$ cat src/rtl/jring_pkg.sv
package jring_pkg;

    localparam int STAGES     = 5;
    localparam int COUNTS     = 2 * STAGES;
    localparam int SYNC_DEPTH = 2;

    typedef logic [STAGES-1:0] ring_t;

    typedef struct packed {
        logic cnt;
        logic gate_n;
        logic clr;
    } ctl_t;

    // A ring pattern is legal when it has at most one boundary between
    // neighbouring bits (a run of ones against a run of zeros).
    function automatic logic ring_legal(input ring_t r);
        int edges;
        edges = 0;
        for (int i = 0; i < STAGES - 1; i++) begin
            if (r[i] != r[i+1]) edges++;
        end
        return (edges <= 1);
    endfunction

    function automatic ring_t ring_step(input ring_t r);
        return {r[STAGES-2:0], ~r[STAGES-1]};
    endfunction

endpackage

$ cat src/rtl/jring_sync.sv
module jring_sync #(
    parameter int WIDTH = 3,
    parameter int DEPTH = 2
) (
    input  logic             clk,
    input  logic             rst,
    input  logic [WIDTH-1:0] d_in,
    output logic [WIDTH-1:0] d_out
);
    logic [WIDTH-1:0] stage_q [DEPTH];

    always_ff @(posedge clk) begin
        if (rst) stage_q[0] <= '0;
        else     stage_q[0] <= d_in;
    end

    generate
        for (genvar g = 1; g < DEPTH; g++) begin : g_stage
            always_ff @(posedge clk) begin
                if (rst) stage_q[g] <= '0;
                else     stage_q[g] <= stage_q[g-1];
            end
        end
    endgenerate

    assign d_out = stage_q[DEPTH-1];
endmodule

$ cat src/rtl/jring_qualify.sv
module jring_qualify
    import jring_pkg::*;
(
    input  logic clk,
    input  logic rst,
    input  ctl_t now_s,
    output logic advance
);
    ctl_t prev_q;
    logic cnt_rise;
    logic gate_fall;

    always_ff @(posedge clk) begin
        if (rst) prev_q <= '{cnt: 1'b0, gate_n: 1'b1, clr: 1'b0};
        else     prev_q <= now_s;
    end

    assign cnt_rise  = now_s.cnt & ~prev_q.cnt & ~now_s.gate_n;
    assign gate_fall = ~now_s.gate_n & prev_q.gate_n & now_s.cnt;
    assign advance   = cnt_rise | gate_fall;

    // a step is only ever requested with the count input high and the gate low
    a_r3_step_levels: assert property (@(posedge clk) disable iff (rst)
        advance |-> (now_s.cnt && !now_s.gate_n));
    // no step while the sampled inputs hold still
    a_r5_quiet_inputs: assert property (@(posedge clk) disable iff (rst)
        (now_s.cnt == prev_q.cnt && now_s.gate_n == prev_q.gate_n) |-> !advance);
endmodule

$ cat src/rtl/jring_state.sv
module jring_state
    import jring_pkg::*;
(
    input  logic  clk,
    input  logic  rst,
    input  logic  clr_s,
    input  logic  advance,
    output ring_t ring_q
);
    ring_t ring_d;

    always_comb begin
        ring_d = ring_q;
        if (clr_s)
            ring_d = '0;
        else if (advance)
            ring_d = ring_legal(ring_q) ? ring_step(ring_q) : '0;
    end

    always_ff @(posedge clk) begin
        if (rst) ring_q <= '0;
        else     ring_q <= ring_d;
    end

    // clear seen means count zero on the next cycle
    a_r6_clear_wins: assert property (@(posedge clk) disable iff (rst)
        clr_s |=> (ring_q == '0));
    // any step or clear lands on a legal ring pattern
    a_r9_lands_legal: assert property (@(posedge clk) disable iff (rst)
        (advance || clr_s) |=> ring_legal(ring_q));
    // without a step or clear the register holds
    a_r5_hold: assert property (@(posedge clk) disable iff (rst || !ring_legal(ring_q))
        (!advance && !clr_s) |=> $stable(ring_q));
    // a legal step flips exactly one bit (glitch-free decode)
    a_r2_one_bit: assert property (@(posedge clk) disable iff (rst)
        (advance && !clr_s && ring_legal(ring_q)) |=> ($countones(ring_q ^ $past(ring_q)) == 1));
endmodule

$ cat src/rtl/jring_decode.sv
module jring_decode
    import jring_pkg::*;
(
    input  ring_t             ring,
    output logic [COUNTS-1:0] sel,
    output logic              carry
);
    assign sel[0]      = ~ring[STAGES-1] & ~ring[0];
    assign sel[STAGES] =  ring[STAGES-1] &  ring[0];

    generate
        for (genvar k = 1; k < STAGES; k++) begin : g_pair
            assign sel[k]          =  ring[k-1] & ~ring[k];
            assign sel[k + STAGES] = ~ring[k-1] &  ring[k];
        end
    endgenerate

    assign carry = ~ring[STAGES-1];
endmodule

$ cat src/rtl/jring_decade.sv
module jring_decade
    import jring_pkg::*;
(
    input  logic              clk,
    input  logic              rst,
    input  logic              cnt_in,
    input  logic              gate_n_in,
    input  logic              clr_in,
    output logic [COUNTS-1:0] sel_o,
    output logic              carry_o
);
    ctl_t  raw_ctl;
    ctl_t  sync_ctl;
    logic  advance;
    ring_t ring_q;

    assign raw_ctl = '{cnt: cnt_in, gate_n: ~gate_n_in, clr: clr_in};

    jring_sync #(.WIDTH($bits(ctl_t)), .DEPTH(SYNC_DEPTH)) u_sync (
        .clk   (clk),
        .rst   (rst),
        .d_in  (raw_ctl),
        .d_out (sync_ctl)
    );

    // The gate travels inverted through the synchronizer so that it resets to "closed".
    ctl_t now_s;
    assign now_s = '{cnt: sync_ctl.cnt, gate_n: ~sync_ctl.gate_n, clr: sync_ctl.clr};

    jring_qualify u_qual (
        .clk     (clk),
        .rst     (rst),
        .now_s   (now_s),
        .advance (advance)
    );

    jring_state u_state (
        .clk     (clk),
        .rst     (rst),
        .clr_s   (now_s.clr),
        .advance (advance),
        .ring_q  (ring_q)
    );

    jring_decode u_dec (
        .ring  (ring_q),
        .sel   (sel_o),
        .carry (carry_o)
    );

    // one select line in every legal state
    a_r2_onehot: assert property (@(posedge clk) disable iff (rst)
        ring_legal(ring_q) |-> ($countones(sel_o) == 1));
    // carry agrees with the lower half of the selects
    a_r8_carry_half: assert property (@(posedge clk) disable iff (rst)
        ring_legal(ring_q) |-> (carry_o == (|sel_o[STAGES-1:0])));
    // reset leaves count zero
    a_r1_reset_zero: assert property (@(posedge clk)
        rst |=> (sel_o == COUNTS'(1) && carry_o));
endmodule

$ cat config.mk
export PLATFORM = sky130hd
export DESIGN_NAME = jring_decade
export DESIGN_NICKNAME = d
export VERILOG_FILES = /design/src/rtl/jring_pkg.sv /design/src/rtl/jring_sync.sv /design/src/rtl/jring_qualify.sv /design/src/rtl/jring_state.sv /design/src/rtl/jring_decode.sv /design/src/rtl/jring_decade.sv
export SDC_FILE = /design/constraint.sdc
export NUM_CORES = 1
export LEC_CHECK = 0
export BUFFER_PORTS_ARGS = -buffer_cell sky130_fd_sc_hd__buf_2
export CAP_MARGIN = 10
export CORE_AREA = 3 3 40 42
export DETAILED_ROUTE_END_ITERATION = 6
export DIE_AREA = 0 0 43 45
export PLACE_DENSITY_LB_ADDON = 0.12
export SLEW_MARGIN = 20
export SYNTH_ARGS = -nofsm -noshare
export SYNTH_HDL_FRONTEND = slang
export SYNTH_SLANG_ARGS = --single-unit
$ cat constraint.sdc
create_clock -name clk -period 4.08 [get_ports clk]
set_input_delay 0.408 -clock clk [delete_from_list [all_inputs] [get_ports clk]]
set_output_delay 0.408 -clock clk [all_outputs]
set_load 0.1 [all_outputs]
; After elaboration in Yosys (flattened, before gate mapping)
; Memory sizes are Yosys's and may differ from the RTL's.
; Index checks and enable logic that the tools add are counted.
[word_totals]
inputBits = 5
memories = 1
output_inout_bits = 11
mem_bits_rw = 6
reg_bits = 7
[memory_table]
columns = name, words, word_bits, rd, rd_clocked_by_memory_dff, wr, line
row1 = u_sync.stage_q, 2, 3, 2, 0, 2, jring_sync.sv:10  ; logic [WIDTH-1:0] stage_q [DEPTH];
[classes]
eq_ne = 4
n_addsub = 3
order_cmp = 1
n_reduce_logical = 1
muxes = 18
n_bitwise = 25
[ops]
columns = cell, count
row1 = $mux 32, 11
row2 = $add 32x2->32 const B, 3
row3 = $le 32x2->1 const B, 1
row4 = $and 1x1->1, 14
row5 = $not 1->1, 8
row6 = $mux 3, 2
row7 = $mux 5, 1
row8 = $mux 1, 4
row9 = $ne 1x1->1, 4
row10 = $or 1x1->1, 3
row11 = $reduce_or 2->1, 1

; Depth between registers and ports, before layout
[depth]
word_depth = 20
depth_mapped = 5
ltp_nobuf = 5

; Modules after synthesis
; From an unflattened synthesis, not the netlist that was laid out.
[hier_totals]
cells_unflattened = 82
area_unflattened_um2 = 737.0
[by_module_without_submodules]
columns = mod, cells_each, area_per_inst_um2, instances
row1 = jring_state, 51, 424.2, 1
row2 = jring_sync, 12, 157.7, 1
row3 = jring_qualify, 6, 78.8, 1
row4 = jring_decode, 11, 68.8, 1
row5 = jring_decade, 2, 7.5, 1

; Least setup slack after synthesis
; Ideal clock, no wire load.
[synth_timing]
path_type = reg-to-output
from = reg u_state.ring_q[4]
to = out sel_o[5]
t_required_ps = 3672
stages_incl_launch_ff = 3
arrival_time_ps = 2179
path_slack_ps = 1493
path_buffers = 0
path_cell_list = dfxtp_1 inv_1 nor2_1
[synth_between]
elab_chain_len = 1
[synth_lines]
columns = item, line
row1 = start: declaration, jring_state.sv:8  ; output ring_t ring_q
row2 = start signal: assignment, jring_state.sv:22  ; else ring_q <= ring_d;
row3 = $and 1x1->1, jring_decode.sv:9  ; assign sel[STAGES] = ring[STAGES-1] & ring[0];
row4 = end: declaration, jring_decade.sv:9  ; output logic [COUNTS-1:0] sel_o,
; Every way passes these cells.

; Final worst setup path
[layout_timing]
from = reg u_state.ring_q[2]
to = out sel_o[8]
[layout_between]
elab_chain_len = 2
[layout_lines]
columns = item, line
row1 = $not 1->1, jring_decode.sv:14  ; assign sel[k + STAGES] = ~ring[k-1] & ring[k];
row2 = $and 1x1->1, jring_decode.sv:14
; Every way passes these cells.

==> flow_summary.ini <==
[clock_network]
cts-buffers-inserted = 3
cts_tree = yes
holdBufCountCts = 0
clockRootBuffer = clkbuf_4
post_cts_buffers = 0
cts_resized = 0
cts_htree_levels = 1
worstSkewPairLatency_ps = 270
cts.path.max_buffers = 2
clk_pin_slew_ps = 70
cts_sinks = 13

[timing]
rsz0062_at_grt = no
hold_viol = 0
period_needed_ps = 1777
max_freq_mhz = 562.7
setup_viol = 0
finClkSkew_ps = 3.218
max_slew_margin_pct = 67.36
tightest_slew_ps = 493.0
final_max_slew_viol_count = 0
fin_crit_sh_pct = 43.56
tns_ps = 0

[global_route]
antenna_found_initial = 0
grt_pass1_vias = 393
grt_usage_pct = 12.89
grt_pass1_wl_mm = 1.849
grt_overflow = 0
grt_max_degree = 14

[route]
dr.pass1.iters = 2
drt-wirelength-per-cell_um = 11.67
ant_nets = 0
drt-total-wl_mm = 1.120
drc = 0
viasPerCell = 4.948
num_vias = 475
first_iter_violations = 4

[floorplanning]
num_io_pins = 16
die_h_um = 45
die_x_um = 43
core_area_um2 = 1285
initial_core_util_pct = 48.20
rows = 13
die_area_um2 = 1935

[synth]
yosys_warnings = 0
yosysSeqAreaShare_pct = 42.02
syn_area_per_cell_um2 = 9.831
ys_types = 20
syn_nets = 76
synth-seq-cells = 13
synth_area_um2 = 619.3
syn_inst = 63

[finish]
final_nets = 95
fin_area_um2 = 735.7
nFillCells = 115
diodes = 0
drive_gt1_share_pct = 24.69
area_delta_synth_final_pct = 18.79
final_cell_mix = 15 x buf_2, 13 x dfxtp_1, 8 x ha_1
final_common_cell = buf_2

[critical_path]
reg2reg_to = u_state.ring_q[4]
reg2regPathDepth = 5
critPathLaunchType = flop
critical_path_class = reg -> out
reg2reg_slack_ps = 2320
reg2reg_from = u_state.ring_q[2]
cp.required_ps = 3670
worstSetupEndpointType = primary output
critPathMaxFanout = 7
worstPathArrival_ps = 1370

[power_and_ir_drop]
power_leakage_uw = 0.0003069
p_total_uw = 218.2
power.density_nw_per_um2 = 296.5
vdd_drop_max_mv = 0.1806

[flow_run]
drv_cap = 0

[place]
place_congestion = 0.7766
hpwl_um = 892.4
port_buffers = 15
dpl_cell_area_um2 = 709.4

[min_path]
holdCritStartpoint = gate_n_in
hp-class = in -> reg
min_path_cells = 2
worstHoldEndpoint = u_sync.stage_q[0][1]

[status]
status = complete, no violations
logic make-up after synthesis:
group / Yosys count / synth area share (%)
mux: 1 / 2.424
fa+ha+maj: 9 / 17.78
simple gates: 22 / 20.20
flops: 13 / 42.02
buf+inv: 6 / 3.636
compound gates: 10 / 11.11
xor+xnor: 2 / 2.829
final cells by class:
class / count / area (µm²) / area share (%)
sequential: 13 / 260.3 / 35.37
multi-input combinational: 44 / 336.6 / 45.75
clock buffer: 4 / 26.28 / 3.571
timing repair buffer: 15 / 75.07 / 10.20
tap: 15 / 18.77 / 2.551
inverter: 5 / 18.77 / 2.551
metal layers:
metal  GRT usage, %  share of wire (%)  vias to the layer above  wire length (µm)
li1               -                  -                      257                 -
met1          18.58                 55                      206               614
met2          17.07                 40                       12               446
met3          5.976                5.2                        0                58
met4          3.614                  0                        0                 0
met5              0                  0                        -                 0
where the power goes:
| part | switching (µW) | internal, µW |
|---|---|---|
| logic | 5.91 | 4.37 |
| registers | 1.20 | 130 |
| clock network | 38.7 | 37.9 |
state kept, by name, summed over array words and instances, names as in the netlist:
register / cells
u_qual.prev_q: 2
u_state.ring_q: 5
u_sync.stage_q: 6
worst max path at each step:
stage / start / to / depth (start not counted)
after global routing: u_state.ring_q[2] / u_state.ring_q[0] / 5
after detailed placement: u_state.ring_q[2] / u_state.ring_q[4] / 5
after floorplan: u_state.ring_q[4] / sel_o[5] / 2
after global placement: u_state.ring_q[2] / u_state.ring_q[3] / 5
final: u_state.ring_q[2] / sel_o[8] / 3
after CTS: u_state.ring_q[2] / sel_o[8] / 3
through the flow:
stage / utilization (%) / cells / hold slack, ps / setup slack (ps)
2_1_floorplan: - / 63 / 365.7 / 1493
3_3_place_gp: 55.21 / 92 / 373.5 / 2426
3_5_place_dp: 55.21 / 92 / 386.2 / 2380
4_1_cts: 57.25 / 96 / 265.7 / 2302
5_1_grt: 57.25 / 96 / 260.0 / 2225
6_report: 57.25 / 96 / 277.2 / 2303
worst max-delay path, stage by stage, from the launching register on:
cell     delay [ps]
dfxtp_1         380
inv_1           140
ha_1            160
buf_2           420
cell usage after synthesis:
master	instances	area share [%]
a21o_2	1	1.4
nand4_1	3	3.0
clkbuf_1	1	0.61
xnor2_1	2	2.8
o21ai_0	3	2.4
o22ai_1	3	3.0
maj3_1	1	1.6
inv_1	5	3.0
ha_1	8	16
nor3_1	1	0.81
o32ai_1	2	2.8
nor3b_1	2	2.4
mux2_4	1	2.4
nand3_1	1	0.81
a211o_1	1	1.4
nor2_1	5	3.0
and2_1	1	1.0
nand2b_1	2	2.0
dfxtp_1	13	42
nor2b_1	7	7.1
(Power assumes the default switching activity.)
